[config.mk]
export PLATFORM = sky130hd
export DESIGN_NAME = cmb_regfile
export DESIGN_NICKNAME = d
export VERILOG_FILES = /design/src/rtl/cmb_pkg.sv /design/src/rtl/cmb_ctl_reg.sv /design/src/rtl/cmb_base_check.sv /design/src/rtl/cmb_req_port.sv /design/src/rtl/cmb_regfile.sv
export SDC_FILE = /design/constraint.sdc
export NUM_CORES = 1
export LEC_CHECK = 0
export BUFFER_PORTS_ARGS = -buffer_cell sky130_fd_sc_hd__buf_2
export CORE_MARGIN = 2
export CORE_UTILIZATION = 33
export CTS_CLUSTER_DIAMETER = 80
export DETAILED_ROUTE_END_ITERATION = 12
export PLACE_DENSITY_LB_ADDON = 0.12
export SYNTH_ARGS = -nofsm -noshare
export SYNTH_HDL_FRONTEND = slang
export SYNTH_SLANG_ARGS = --single-unit
export TNS_END_PERCENT = 1
[constraint.sdc]
create_clock -name clk -period 1.7 [get_ports clk]
set_input_delay 0.34 -clock clk [delete_from_list [all_inputs] [get_ports clk]]
set_output_delay 0.34 -clock clk [all_outputs]
set_load 0.005 [all_outputs]
[src/rtl/cmb_pkg.sv]
package cmb_pkg;
  localparam logic [7:0] OFF_CAP_LO = 8'h00;
  localparam logic [7:0] OFF_CAP_HI = 8'h04;
  localparam logic [7:0] OFF_LOC    = 8'h38;
  localparam logic [7:0] OFF_SIZE   = 8'h3C;
  localparam logic [7:0] OFF_CTL_LO = 8'h50;
  localparam logic [7:0] OFF_CTL_HI = 8'h54;
  localparam logic [7:0] OFF_STAT   = 8'h58;
  localparam logic [7:0] OFF_EBUF   = 8'h5C;
  localparam logic [7:0] OFF_WTHR   = 8'h60;

  localparam int unsigned PAGE_BITS = 12;
  localparam int unsigned BASE_W    = 64 - PAGE_BITS;
  localparam int unsigned MAX_UNIT  = 6;

  typedef struct packed {
    logic [BASE_W-1:0] base_pg;
    logic              mem_en;
    logic              intent;
  } ctl_t;
endpackage

[src/rtl/cmb_ctl_reg.sv]
module cmb_ctl_reg
  import cmb_pkg::*;
(
  input  logic        clk,
  input  logic        por_n,
  input  logic        wr_lo,
  input  logic        wr_hi,
  input  logic [31:0] wdata,
  output ctl_t        ctl
);
  // Only the power-on reset touches this register; the soft resets never reach it.
  always_ff @(posedge clk or negedge por_n) begin
    if (!por_n) begin
      ctl <= '0;
    end else begin
      if (wr_lo) begin
        ctl.intent                 <= wdata[0];
        ctl.mem_en                 <= wdata[1];
        ctl.base_pg[19:0]          <= wdata[31:12];
      end
      if (wr_hi) begin
        ctl.base_pg[BASE_W-1:20]   <= wdata;
      end
    end
  end
endmodule

[src/rtl/cmb_base_check.sv]
module cmb_base_check
  import cmb_pkg::*;
#(
  parameter logic [19:0] SIZE_CNT  = 20'd16,
  parameter logic [2:0]  SIZE_UNIT = 3'd1
) (
  input  ctl_t        ctl,
  output logic [63:0] base,
  output logic [63:0] size,
  output logic        bad,
  output logic        enable
);
  localparam int unsigned SHIFT = PAGE_BITS + 4 * int'(SIZE_UNIT);
  localparam logic [63:0] SIZE_B =
    (int'(SIZE_UNIT) > MAX_UNIT) ? 64'd0 : (64'(SIZE_CNT) << SHIFT);
  localparam logic [64:0] TOP = {1'b1, 64'd0};

  logic [64:0] end_sum;
  logic        misalign;
  logic        overflow;

  always_comb begin
    base     = {ctl.base_pg, {PAGE_BITS{1'b0}}};
    size     = SIZE_B;
    end_sum  = {1'b0, base} + {1'b0, SIZE_B};
    misalign = |(base & (SIZE_B - 64'd1));
    overflow = end_sum > TOP;
    bad      = (SIZE_B == 64'd0) || misalign || overflow;
    enable   = ctl.intent && ctl.mem_en && !bad;
  end
endmodule

[src/rtl/cmb_req_port.sv]
module cmb_req_port (
  input  logic        clk,
  input  logic        por_n,
  input  logic        soft_rst,
  input  logic        req_valid,
  input  logic        req_write,
  input  logic [31:0] rd_word,
  input  logic        rsp_ready,
  output logic        req_ready,
  output logic        accept,
  output logic        rsp_valid,
  output logic [31:0] rsp_rdata
);
  always_comb begin
    req_ready = !soft_rst && (!rsp_valid || rsp_ready);
    accept    = req_valid && req_ready;
  end

  always_ff @(posedge clk or negedge por_n) begin
    if (!por_n) begin
      rsp_valid <= 1'b0;
      rsp_rdata <= '0;
    end else if (soft_rst) begin
      rsp_valid <= 1'b0;
      rsp_rdata <= '0;
    end else if (accept) begin
      rsp_valid <= 1'b1;
      rsp_rdata <= req_write ? 32'd0 : rd_word;
    end else if (rsp_ready) begin
      rsp_valid <= 1'b0;
    end
  end
endmodule

[src/rtl/cmb_regfile.sv]
module cmb_regfile
  import cmb_pkg::*;
#(
  parameter int unsigned AW        = 8,
  parameter bit          CAP_HAS   = 1'b1,
  parameter logic [2:0]  LOC_BAR   = 3'd2,
  parameter logic [19:0] LOC_OFS   = 20'h00010,
  parameter logic [19:0] SIZE_CNT  = 20'd16,
  parameter logic [2:0]  SIZE_UNIT = 3'd1,
  parameter logic [4:0]  USE_FLAGS = 5'b10111,
  parameter logic [31:0] EBUF_VAL  = 32'h0000_0105,
  parameter logic [31:0] WTHR_VAL  = 32'h0000_0203
) (
  input  logic          clk,
  input  logic          por_n,
  input  logic          ctrl_rst,
  input  logic          flr,
  input  logic          req_valid,
  output logic          req_ready,
  input  logic          req_write,
  input  logic [AW-1:0] req_addr,
  input  logic [31:0]   req_wdata,
  output logic          rsp_valid,
  input  logic          rsp_ready,
  output logic [31:0]   rsp_rdata,
  output logic [63:0]   buf_base,
  output logic [63:0]   buf_size,
  output logic          buf_en,
  output logic          buf_base_bad
);
  logic          soft_rst;
  logic          accept;
  logic [AW-1:0] waddr;
  logic [31:0]   rd_word;
  logic          wr_lo;
  logic          wr_hi;
  ctl_t          ctl;

  assign soft_rst = ctrl_rst | flr;
  assign waddr    = {req_addr[AW-1:2], 2'b00};
  assign wr_lo    = accept && req_write && (waddr == AW'(OFF_CTL_LO));
  assign wr_hi    = accept && req_write && (waddr == AW'(OFF_CTL_HI));

  cmb_req_port u_port (
    .clk       (clk),
    .por_n     (por_n),
    .soft_rst  (soft_rst),
    .req_valid (req_valid),
    .req_write (req_write),
    .rd_word   (rd_word),
    .rsp_ready (rsp_ready),
    .req_ready (req_ready),
    .accept    (accept),
    .rsp_valid (rsp_valid),
    .rsp_rdata (rsp_rdata)
  );

  cmb_ctl_reg u_ctl (
    .clk   (clk),
    .por_n (por_n),
    .wr_lo (wr_lo),
    .wr_hi (wr_hi),
    .wdata (req_wdata),
    .ctl   (ctl)
  );

  cmb_base_check #(
    .SIZE_CNT  (SIZE_CNT),
    .SIZE_UNIT (SIZE_UNIT)
  ) u_chk_base (
    .ctl    (ctl),
    .base   (buf_base),
    .size   (buf_size),
    .bad    (buf_base_bad),
    .enable (buf_en)
  );

  // Read word selection; the placement and size words stay hidden until intent is set.
  always_comb begin
    rd_word = '0;
    case (waddr)
      AW'(OFF_CAP_HI): rd_word = {6'd0, CAP_HAS, 25'd0};
      AW'(OFF_LOC):    rd_word = ctl.intent ? {LOC_OFS, 9'd0, LOC_BAR} : 32'd0;
      AW'(OFF_SIZE):   rd_word = ctl.intent ?
                         {SIZE_CNT, 1'b0, SIZE_UNIT, 3'd0, USE_FLAGS} : 32'd0;
      AW'(OFF_CTL_LO): rd_word = {ctl.base_pg[19:0], 10'd0, ctl.mem_en, ctl.intent};
      AW'(OFF_CTL_HI): rd_word = ctl.base_pg[BASE_W-1:20];
      AW'(OFF_STAT):   rd_word = {31'd0, buf_base_bad};
      AW'(OFF_EBUF):   rd_word = EBUF_VAL;
      AW'(OFF_WTHR):   rd_word = WTHR_VAL;
      default:         rd_word = '0;
    endcase
  end
endmodule

==> results.json <==
{
  "min_path_type": "in -> reg",
  "regArea_sq_um": 2180,
  "nFillCells": 1461,
  "dr.first_iter.drc_count": 129,
  "synth_area_sq_um": 4810,
  "dp_hpwl_microns": 8230,
  "crit_type": "reg -> out",
  "root_buffer": "clkbuf_16",
  "synthFlopType": "dfrtp_1",
  "gr-total-overflow": 0,
  "vdd_drop_max_mv": 0.405,
  "initial_core_util_pct": 33.4,
  "grt_max_degree": 30,
  "nets": 559,
  "wl_met3_microns": 771,
  "fp.dieH_microns": 125,
  "min_from": "req_wdata[3]",
  "rows": 44,
  "synthXorXnorAreaFrac_pct": 0,
  "cts_tree": "yes",
  "ys_warn_count": 0,
  "synth_top_family_by_area": "buffers and inverters",
  "grt.total_usage_pct": 14.7,
  "setup_slack_ps": -173,
  "core_area_sq_um": 14400,
  "rsz0062_at_grt": "true",
  "clkTransAtPathRegs_ps": 60,
  "viasPerCell": 4.46,
  "slew_violations": 0,
  "dr_wl_met2_microns": 5460,
  "fp.dieW_microns": 125,
  "worstReg2RegEnd": "u_port.rsp_rdata[0]",
  "hold_violations": 0,
  "arrival_ps": 1530,
  "synth-compound-area-share_pct": 11.5,
  "holdPathStages": 2,
  "ys_seq_area_share_pct": 45.3,
  "min_to": "u_ctl.ctl[25]",
  "drv_cap": 0,
  "numPortBuffers": 132,
  "vias": 3119,
  "rr_startpoint": "u_ctl.ctl[2]",
  "crit_fanout": 2,
  "synthCells": 393,
  "wirelength_microns": 11300,
  "setup_viol": 3,
  "status": "finished with violations",
  "skew_ps": 5.98,
  "grt_pass1_wl_microns": 17600,
  "clkLatencyLatePin_ps": 340,
  "post-route-drc-count": 0,
  "cts_made_buffers": 9,
  "violations": "negative setup slack",
  "antenna_found_initial": 0,
  "synth_area_per_cell_sq_um": 12.2,
  "power.leakage_nw": 3.20,
  "hold_ws_ps": 208,
  "multi_input_area_sq_um": 1870,
  "ctsHtreeMaxLevel": 3,
  "endpoint_kind": "output pin",
  "synthMuxAreaShare_pct": 14.2,
  "post-route-period-util_pct": 110,
  "cp-start-kind": "register",
  "drive_gt1_share_pct": 45.7,
  "die_area_sq_um": 15500,
  "cp.required_ps": 1360,
  "routedWlPerCell_microns": 16.2,
  "async_reset_ff_share_pct": 100,
  "synth-edff-count": 0,
  "cts_buffer_depth": 2,
  "p_per_area_nw_per_um2": 785,
  "period_needed_ps": 1870,
  "maxUsedRoutingLayer": "met4",
  "max_freq_mhz": 534,
  "yosys.cell_types.count": 45,
  "place_congestion": 0.758,
  "synthAdderAreaFrac_pct": 0,
  "m1WireLength_microns": 4950,
  "synthSimpleGateAreaFrac_pct": 5.75,
  "r2r_setup_slack_ps": -90,
  "drt-pass1-iter-count": 4,
  "first_global_vias": 3060,
  "diodes": 0,
  "io-pin-count": 211,
  "rr_worst_depth": 6,
  "clkSinkCount": 87,
  "synthToLayoutAreaGrowth_pct": 18.6,
  "drtAntennaViolNets": 0,
  "yosys_register_bits": 87,
  "finalPower_mw": 4.48
}
==> cells by family (layout without fill, tap and decap cells) <==
family | Yosys count | count (layout)
compound gates | 63 | 63
other cells | 2 | 76
buf+inv | 149 | 198
flops | 87 | 87
simple gates | 38 | 38
mux | 54 | 54
==> area by class of cell <==
| type | instances | share of cell area [%] |
|---|---|---|
| Clock buffer | 10 | 4.02 |
| Clock inverter | 5 | 0.878 |
| Inverter | 3 | 0.198 |
| Multi-Input combinational cell | 231 | 32.9 |
| Sequential cell | 87 | 38.2 |
| Tap cell | 184 | 4.04 |
| Timing Repair Buffer | 180 | 19.8 |
==> critical path: stages (launching register included) <==
cell,delay [ps]
dfrtp_1,400
nor4_4,330
buf_4,190
nand2_4,60
buf_6,110
buf_6,110
==> Yosys cell counts, drive strengths merged, types with 3 or more instances <==
| library cell | count | area share, % |
|---|---|---|
| buf | 141 | 22 |
| nor4b | 3 | 0.55 |
| a21o | 3 | 0.47 |
| nor2b | 3 | 0.39 |
| a221o | 4 | 0.83 |
| dfrtp | 87 | 45 |
| nor2 | 5 | 0.73 |
| a22o | 45 | 8.2 |
| inv | 3 | 0.23 |
| nand2 | 3 | 0.23 |
| nor3 | 5 | 0.62 |
| mux2 | 54 | 14 |
| clkbuf | 5 | 0.39 |
==> cells in the final DEF (no fill, tap or decap), types with 3 or more instances in the layout <==
cell type | netlist | routed
buf_2 | 6 | 130
dfrtp_1 | 87 | 86
conb_1 | 2 | 76
a22o_1 | 45 | 45
buf_4 | 130 | 39
mux2_1 | 25 | 25
mux2_4 | 20 | 20
mux2_2 | 9 | 9
clkbuf_16 | 0 | 9
buf_12 | 2 | 7
nor3_1 | 4 | 4
a221o_1 | 4 | 4
clkinv_2 | 0 | 4
nor2_1 | 4 | 3
nor4b_1 | 3 | 3
inv_1 | 3 | 3
a21o_1 | 3 | 3
buf_6 | 3 | 3
==> stage by stage <==
step | instance area, sq um | util (%) | setup slack [ps] | std cells | TNS [ps]
floorplan | 5080 | - | -26.0 | 467 | -995
CTS | 5700 | 39.6 | -175 | 700 | -437
detailed placement | 5320 | 37.0 | -254 | 680 | -15940
global route | 5700 | 39.7 | -236 | 700 | -640
finish | 5700 | 39.7 | -173 | 700 | -435
global placement | 5320 | 37.0 | -208 | 680 | -12730
==> where the power goes <==
part	switching, mW	total, mW	internal (mW)	leakage [nW]
clock	0.817	1.94	1.12	0.142
combinational	0.214	0.401	0.187	1.85
sequential	0.0307	2.14	2.11	1.21
total	1.06	4.48	3.41	3.20
==> flip-flops by register name (all words and copies together) (netlist names) <==
name	cells
u_port.rsp_rdata	32
u_ctl.ctl	54
u_port.rsp_valid	1
==> per-layer routing <==
| metal | vias up | global-route usage [%] |
|---|---|---|
| met5 | - | 0 |
| met4 | 0 | 4.69 |
| met3 | 13 | 4.68 |
| met2 | 130 | 23.9 |
| met1 | 1553 | 18.5 |
| li1 | 1423 | - |
==> how the worst max path moves through the flow <==
stage	startpoint	endpoint	cells after the start
global route	u_ctl.ctl[2]	buf_en	5
detailed placement	req_addr[7]	u_ctl.ctl[10]	6
global placement	req_addr[7]	u_ctl.ctl[12]	6
CTS	u_ctl.ctl[6]	buf_base_bad	5
floorplan	req_addr[7]	u_ctl.ctl[0]	6
finish	u_ctl.ctl[2]	buf_base_bad	5
==> timing repair <==
action / in CTS / in global routing
endpoints found under the setup margin: 3 / 18
hold buffers: 1 / 0
resized for setup: 11 / 1
setup buffers: 4 / 0
pin swaps: 4 / 1
endpoints found under the hold margin: 26 / 0
Note: power is estimated with default switching activity, not from simulation.
